## src/rtl/pwm_bank_pkg.sv

```systemverilog
package pwm_bank_pkg;
    localparam int CNT_W  = 32;
    localparam int REG_W  = 32;
    localparam int ADDR_W = 8;
    localparam int IDX_W  = 4;

    localparam logic [REG_W-1:0]  CORE_ID     = 32'h601A3471;
    localparam logic [ADDR_W-1:0] ADR_SCRATCH = 8'h08;
    localparam logic [ADDR_W-1:0] ADR_ID      = 8'h0C;
    localparam logic [ADDR_W-1:0] ADR_CTRL    = 8'h10;
    localparam logic [ADDR_W-1:0] ADR_NCH     = 8'h14;
    localparam logic [ADDR_W-1:0] ADR_MODE    = 8'h18;

    localparam logic [1:0] BANK_PER = 2'b01;
    localparam logic [1:0] BANK_HI  = 2'b10;
    localparam logic [1:0] BANK_OFS = 2'b11;

    localparam int CTRL_HOLD_BIT  = 0;
    localparam int CTRL_LOAD_BIT  = 1;
    localparam int MODE_ALIGN_BIT = 1;

    typedef struct packed {
        logic [CNT_W-1:0] period;
        logic [CNT_W-1:0] high;
        logic [CNT_W-1:0] offset;
    } ch_cfg_t;

    typedef enum logic [0:0] {
        LD_IDLE = 1'b0,
        LD_PEND = 1'b1
    } ld_state_t;
endpackage

```

## src/rtl/pwm_bank_regs.sv

```systemverilog
module pwm_bank_regs
    import pwm_bank_pkg::*;
#(
    parameter int NUM_CH = 4
) (
    input  logic                       clk,
    input  logic                       rst_n,
    input  logic                       wr_en,
    input  logic [ADDR_W-1:0]          wr_addr,
    input  logic [REG_W-1:0]           wr_data,
    input  logic [ADDR_W-1:0]          rd_addr,
    output logic [REG_W-1:0]           rd_data,
    output ch_cfg_t [NUM_CH-1:0]       shadow_o,
    output logic                       hold_o,
    output logic                       load_o,
    output logic                       align_o
);
    logic [REG_W-1:0] scratch_q;
    logic             hold_q;
    logic             load_q;
    logic             align_q;

    always_ff @(posedge clk or negedge rst_n) begin
        if (!rst_n) begin
            scratch_q <= '0;
            hold_q    <= 1'b1;
            load_q    <= 1'b0;
            align_q   <= 1'b0;
        end else begin
            load_q <= 1'b0;
            if (wr_en) begin
                if (wr_addr == ADR_SCRATCH) scratch_q <= wr_data;
                if (wr_addr == ADR_CTRL) begin
                    hold_q <= wr_data[CTRL_HOLD_BIT];
                    load_q <= wr_data[CTRL_LOAD_BIT];
                end
                if (wr_addr == ADR_MODE) align_q <= wr_data[MODE_ALIGN_BIT];
            end
        end
    end

    for (genvar g = 0; g < NUM_CH; g++) begin : g_shadow
        logic slot_hit;
        assign slot_hit = wr_en && (wr_addr[1:0] == 2'b00) && (wr_addr[5:2] == IDX_W'(g));
        always_ff @(posedge clk or negedge rst_n) begin
            if (!rst_n) begin
                shadow_o[g] <= '0;
            end else if (slot_hit) begin
                unique case (wr_addr[7:6])
                    BANK_PER: shadow_o[g].period <= wr_data;
                    BANK_HI:  shadow_o[g].high   <= wr_data;
                    BANK_OFS: shadow_o[g].offset <= wr_data;
                    default:  ;
                endcase
            end
        end
    end

    always_comb begin
        rd_data = '0;
        case (rd_addr)
            ADR_SCRATCH: rd_data = scratch_q;
            ADR_ID:      rd_data = CORE_ID;
            ADR_CTRL:    rd_data = {{(REG_W-2){1'b0}}, load_q, hold_q};
            ADR_NCH:     rd_data = REG_W'(NUM_CH);
            ADR_MODE:    rd_data = {{(REG_W-2){1'b0}}, align_q, 1'b0};
            default:     ;
        endcase
        for (int c = 0; c < NUM_CH; c++) begin
            if ((rd_addr[1:0] == 2'b00) && (rd_addr[5:2] == IDX_W'(c))) begin
                case (rd_addr[7:6])
                    BANK_PER: rd_data = shadow_o[c].period;
                    BANK_HI:  rd_data = shadow_o[c].high;
                    BANK_OFS: rd_data = shadow_o[c].offset;
                    default:  ;
                endcase
            end
        end
    end

    assign hold_o  = hold_q;
    assign load_o  = load_q;
    assign align_o = align_q;
endmodule

```

## src/rtl/pwm_bank_loadctl.sv

```systemverilog
module pwm_bank_loadctl
    import pwm_bank_pkg::*;
#(
    parameter int NUM_CH = 4
) (
    input  logic              clk,
    input  logic              rst_n,
    input  logic              load_req,
    input  logic              align_now,
    input  logic [NUM_CH-1:0] wrap_i,
    output logic              apply_o
);
    ld_state_t         state_q, state_d;
    logic [NUM_CH-1:0] done_q;
    logic              all_done;

    assign all_done = &(done_q | wrap_i);

    always_ff @(posedge clk or negedge rst_n) begin
        if (!rst_n) state_q <= LD_IDLE;
        else        state_q <= state_d;
    end

    always_ff @(posedge clk or negedge rst_n) begin
        if (!rst_n)                  done_q <= '0;
        else if (state_q == LD_PEND) done_q <= done_q | wrap_i;
        else                         done_q <= '0;
    end

    always_comb begin
        state_d = state_q;
        unique case (state_q)
            LD_IDLE: if (load_req && !align_now) state_d = LD_PEND;
            LD_PEND: if (align_now || all_done)  state_d = LD_IDLE;
            default: state_d = LD_IDLE;
        endcase
    end

    always_comb begin
        apply_o = 1'b0;
        unique case (state_q)
            LD_IDLE: apply_o = load_req && align_now;
            LD_PEND: apply_o = align_now || all_done;
            default: apply_o = 1'b0;
        endcase
    end
endmodule

```

## src/rtl/pwm_bank_chan.sv

```systemverilog
module pwm_bank_chan
    import pwm_bank_pkg::*;
(
    input  logic    clk,
    input  logic    rst_n,
    input  logic    hold,
    input  logic    restart,
    input  ch_cfg_t cfg,
    output logic    wrap_o,
    output logic    pwm_o
);
    logic [CNT_W-1:0] cnt_q;
    logic             off_q;
    logic [CNT_W:0]   hi_end;
    logic [CNT_W:0]   limit;

    assign off_q  = (cfg.period == '0);
    assign wrap_o = off_q || (cnt_q == cfg.period - CNT_W'(1));

    always_ff @(posedge clk or negedge rst_n) begin
        if (!rst_n)                           cnt_q <= '0;
        else if (hold || restart || off_q)    cnt_q <= '0;
        else if (cnt_q == cfg.period - CNT_W'(1)) cnt_q <= '0;
        else                                  cnt_q <= cnt_q + CNT_W'(1);
    end

    always_comb begin
        hi_end = {1'b0, cfg.offset} + {1'b0, cfg.high};
        limit  = (hi_end > {1'b0, cfg.period}) ? {1'b0, cfg.period} : hi_end;
        pwm_o  = !off_q && !hold && (cnt_q >= cfg.offset) && ({1'b0, cnt_q} < limit);
    end
endmodule

```

## src/rtl/pwm_bank.sv

```systemverilog
module pwm_bank
    import pwm_bank_pkg::*;
#(
    parameter int NUM_CH = 4
) (
    input  logic              clk,
    input  logic              rst_n,
    input  logic              wr_en,
    input  logic [7:0]        wr_addr,
    input  logic [31:0]       wr_data,
    input  logic [7:0]        rd_addr,
    output logic [31:0]       rd_data,
    output logic [NUM_CH-1:0] pwm_o
);
    ch_cfg_t [NUM_CH-1:0] shadow_cfg;
    ch_cfg_t [NUM_CH-1:0] act_cfg;
    logic                 core_hold;
    logic                 load_req;
    logic                 align_now;
    logic                 apply;
    logic [NUM_CH-1:0]    wrap_vec;

    pwm_bank_regs #(.NUM_CH(NUM_CH)) u_regs (
        .clk      (clk),
        .rst_n    (rst_n),
        .wr_en    (wr_en),
        .wr_addr  (wr_addr),
        .wr_data  (wr_data),
        .rd_addr  (rd_addr),
        .rd_data  (rd_data),
        .shadow_o (shadow_cfg),
        .hold_o   (core_hold),
        .load_o   (load_req),
        .align_o  (align_now)
    );

    pwm_bank_loadctl #(.NUM_CH(NUM_CH)) u_ctl (
        .clk       (clk),
        .rst_n     (rst_n),
        .load_req  (load_req),
        .align_now (align_now),
        .wrap_i    (wrap_vec),
        .apply_o   (apply)
    );

    for (genvar g = 0; g < NUM_CH; g++) begin : g_ch
        always_ff @(posedge clk or negedge rst_n) begin
            if (!rst_n)     act_cfg[g] <= '0;
            else if (apply) act_cfg[g] <= shadow_cfg[g];
        end

        pwm_bank_chan u_chan (
            .clk     (clk),
            .rst_n   (rst_n),
            .hold    (core_hold),
            .restart (apply),
            .cfg     (act_cfg[g]),
            .wrap_o  (wrap_vec[g]),
            .pwm_o   (pwm_o[g])
        );
    end
endmodule

```

## config.mk

```make
export PLATFORM = sky130hd
export DESIGN_NAME = pwm_bank
export DESIGN_NICKNAME = d
export VERILOG_FILES = /design/src/rtl/pwm_bank_pkg.sv /design/src/rtl/pwm_bank_regs.sv /design/src/rtl/pwm_bank_loadctl.sv /design/src/rtl/pwm_bank_chan.sv /design/src/rtl/pwm_bank.sv
export SDC_FILE = /design/constraint.sdc
export NUM_CORES = 2
export LEC_CHECK = 0
export ABC_AREA = 1
export BUFFER_PORTS_ARGS = -buffer_cell sky130_fd_sc_hd__buf_2
export CAP_MARGIN = 20
export CORE_MARGIN = 1.5
export CORE_UTILIZATION = 60
export DETAILED_ROUTE_END_ITERATION = 12
export GPL_ROUTABILITY_DRIVEN = 0
export PLACE_DENSITY = 0.76
export REMOVE_ABC_BUFFERS = 1
export SYNTH_ARGS = -nofsm -noshare
export SYNTH_HDL_FRONTEND = slang
export SYNTH_SLANG_ARGS = --single-unit
```

## constraint.sdc

```tcl
create_clock -name clk -period 8.6 [get_ports clk]
set_input_delay 2.15 -clock clk [delete_from_list [all_inputs] [get_ports clk]]
set_output_delay 2.15 -clock clk [all_outputs]
set_load 0.005 [all_outputs]
```

==> results.sh <==
export IMPL_final_cell_mix="nand2_1, dfrtp_1, inv_1"
export IMPL_portBuffers=86
export IMPL_clock_sinks=936
export IMPL_grt_remaining_overflow=0
export IMPL_synthCells=8738
export IMPL_total_power_mw=20.6
export IMPL_start_util=0.605
export IMPL_finalHoldViolCount=0
export IMPL_setup_slack_ns=0.185
export IMPL_die_h_um=329
export IMPL_grt_pass1_wl_um=330000
export IMPL_rows=119
export IMPL_yosys_area_share_simple=0.290
export IMPL_core_area_mm2=0.105
export IMPL_switchingPower_mw=9.34
export IMPL_drtPass1Iterations=9
export IMPL_final_util=0.663
export IMPL_cts_buffers=98
export IMPL_num_io_pins=87
export IMPL_grt_pass1_vias=57800
export IMPL_cap_violations=0
export IMPL_ys_seq_area_frac=0.368
export IMPL_ant_nets=0
export IMPL_clkSlewWorstSetupHoldPaths_ns=0.07
export IMPL_fin_cells=10200
export IMPL_synthArstFlopShare=1.00
export IMPL_end_kind="output port"
export IMPL_wl_um=216000
export IMPL_vias_per_cell=6.13
export IMPL_hold_buffers=0
export IMPL_synth_edf_count=0
export IMPL_drive_gt1_frac=0.0700
export IMPL_comb_power_share=0.545
export IMPL_power_switching_share=0.454
export IMPL_nNetsFinal=9279
export IMPL_p_per_area_mw_per_mm2=295
export IMPL_cp_slowest_stage_delay_ns=0.42
export IMPL_final_common_cell="nand2_1"
export IMPL_p_seq_frac=0.238
export IMPL_synth_distinct_cells=65
export IMPL_synthesis_area_mm2=0.0637
export IMPL_ir_worst_vdd_uv=346
export IMPL_synth_xor_area_share=0.0495
export IMPL_dp_slack_ns=0.182
export IMPL_critPathMaxFanout=5
export IMPL_grt_max_degree=172
export IMPL_wl_per_cell_um=21.2
export IMPL_period_share=0.979
export IMPL_dp_cells=9948
export IMPL_drcViolationCount=0
export IMPL_p_clk_frac=0.217
export IMPL_min_path_type="reg2reg"
export IMPL_slew_violations=0
export IMPL_ys_flop_type="dfrtp_1"
export IMPL_worstMarginPinSlew_ns=1.30
export IMPL_dp_hpwl_um=157000
export IMPL_fmax_ghz=0.119
export IMPL_clockBufferDepth=3
export IMPL_ys_warn_count=0
export IMPL_antenna_found_initial=14
export IMPL_fin_crit_ns=8.42
export IMPL_htreeDepth=3
export IMPL_arrival_ns=6.27
export IMPL_groute_usage_overall=0.392
export IMPL_crit_top_cell="nand2_1"
export IMPL_vias=62400
export IMPL_start_kind="flop"
export IMPL_clk_latency_ns=0.73
export IMPL_die_area_mm2=0.108
export IMPL_slew_headroom=0.126
export IMPL_synth_top_family_by_area="simple AND/OR/NAND/NOR gates"
export IMPL_synthAdderAreaFrac=0.103
export IMPL_internal_power_mw=11.2
export IMPL_die_w_um=329
export IMPL_status="completed"
export IMPL_cts_tree="built"
export IMPL_syn_area_per_cell_um2=7.29
export IMPL_synth_compound_area_share=0.115
export IMPL_slowest_stage="dfrtp_1"
export IMPL_area_growth_syn_to_layout_pct=9.48
export IMPL_setup_viol=0
export IMPL_p_leak_nw=36.7
export IMPL_final_setup_skew_ns=0.0275
export IMPL_synth_seq_cells=936
export IMPL_root_buffer="clkbuf_16"
export IMPL_critPathRequiredTime_ns=6.45
export IMPL_drt_iter0_drc=7988
export IMPL_synth_area_mux_share=0
export IMPL_worst_setup_path_type="reg2out"
[kinds of logic after synthesis]
family	count (synthesis)
AOI/OAI and AO/OA	1332
adders and majority gates	521
xor gates and xnor gates	357
buffers and inverters	1148
DFF	936
and+or+nand+nor	4444
[path summary, 6_finish.rpt]
kind,slack (ns),depth (start not counted),endpoint,startpoint
worst min-delay path,0.49,2,act_cfg[41]$_DFFE_PN0P_,u_regs.shadow_o[41]$_DFFE_PN0P_
min in group asynchronous,1.47,1,act_cfg[325]$_DFFE_PN0P_,rst_n
worst min register to register,0.49,2,act_cfg[41]$_DFFE_PN0P_,u_regs.shadow_o[41]$_DFFE_PN0P_
max in group asynchronous,5.40,3,act_cfg[230]$_DFFE_PN0P_,rst_n
worst max register to register,2.21,21,act_cfg[157]$_DFFE_PN0P_,act_cfg[160]$_DFFE_PN0P_
worst max-delay path,0.18,36,pwm_o[0],act_cfg[8]$_DFFE_PN0P_
[stage by stage]
stage,hold slack (ns),TNS (ns),cell area [um2]
finish,0.486,0,69800
global route,0.509,-0.263,69700
CTS,0.484,0,68600
detailed placement,0.474,0,65100
global placement,0.466,0,65100
floorplan,0.453,-2281.14,61900
[registers in the layout, indices dropped and copies added (netlist names)]
name,count
u_regs.scratch_q,32
u_regs.shadow_o,384
act_cfg,384
u_regs.load_o,1
u_ctl.state_q,1
g_ch.u_chan.cnt_q,128
u_regs.hold_o,1
u_ctl.done_q,4
u_regs.align_o,1
[power groups by stage]
| stage | Clock, mW | Combinational [mW] | Sequential [mW] |
|---|---|---|---|
| floorplan | 0 | 7.09 | 4.86 |
| global placement | 0 | 9.37 | 4.95 |
| detailed placement | 0 | 9.76 | 4.96 |
| CTS | 4.49 | 9.99 | 4.88 |
| global route | 4.67 | 12.5 | 4.91 |
| finish | 4.47 | 11.2 | 4.89 |
[what timing repair did]
item / CTS / global route
gates cloned: 0 / 3
pin swaps: 7 / 73
gates resized for setup: 44 / 165
buffers inserted: 6 / 38
endpoints found under the setup margin: 4 / 4
[layer usage]
metal,part of all wire,GRT usage
met5,0.0011,0.00710
met1,0.39,0.517
met2,0.42,0.576
met3,0.12,0.119
met4,0.063,0.214
[layout make-up]
class                           count  area (um2)
Clock buffer                      141        2850
Fill cell                        8943       35500
Inverter                          793        2980
Multi-Input combinational cell   6654       36400
Clock inverter                     39         504
Antenna cell                       10        25.0
Timing Repair Buffer              224        1860
Tap cell                         1391        1740
Sequential cell                   936       23400
[cells in the mapped netlist (11+ instances only)]
library cell	count	share of area
o21ai_0	711	0.056
nand3b_1	20	0.0024
buf_1	36	0.0021
clkbuf_1	217	0.013
buf_4	40	0.0047
nand4_1	163	0.016
inv_1	781	0.046
o31ai_1	16	0.0019
nor2_2	17	0.0017
a221oi_1	19	0.0026
nor2_1	660	0.039
o211ai_1	21	0.0025
a22o_1	24	0.0033
o21bai_1	15	0.0018
dfrtp_1	935	0.37
nor4_1	36	0.0035
a21o_1	27	0.0032
ha_1	517	0.10
buf_2	27	0.0021
nand2_1	2705	0.16
a31oi_1	46	0.0045
nor3_1	83	0.0065
xnor2_1	101	0.014
or2_2	15	0.0015
a211oi_1	29	0.0034
xor2_1	254	0.035
nand3_1	701	0.055
buf_6	34	0.0060
a21boi_0	11	0.0013
a21oi_1	368	0.029
o21a_1	12	0.0014
[critical path: cells and delay by family, from the launching register on]
kind            cells  cell delay, ns
flops               1            0.42
fa+ha+maj           3            1.03
compound gates     11            1.56
simple gates       18            2.06
buf+inv             4            0.47
(Power assumes the default switching activity.)
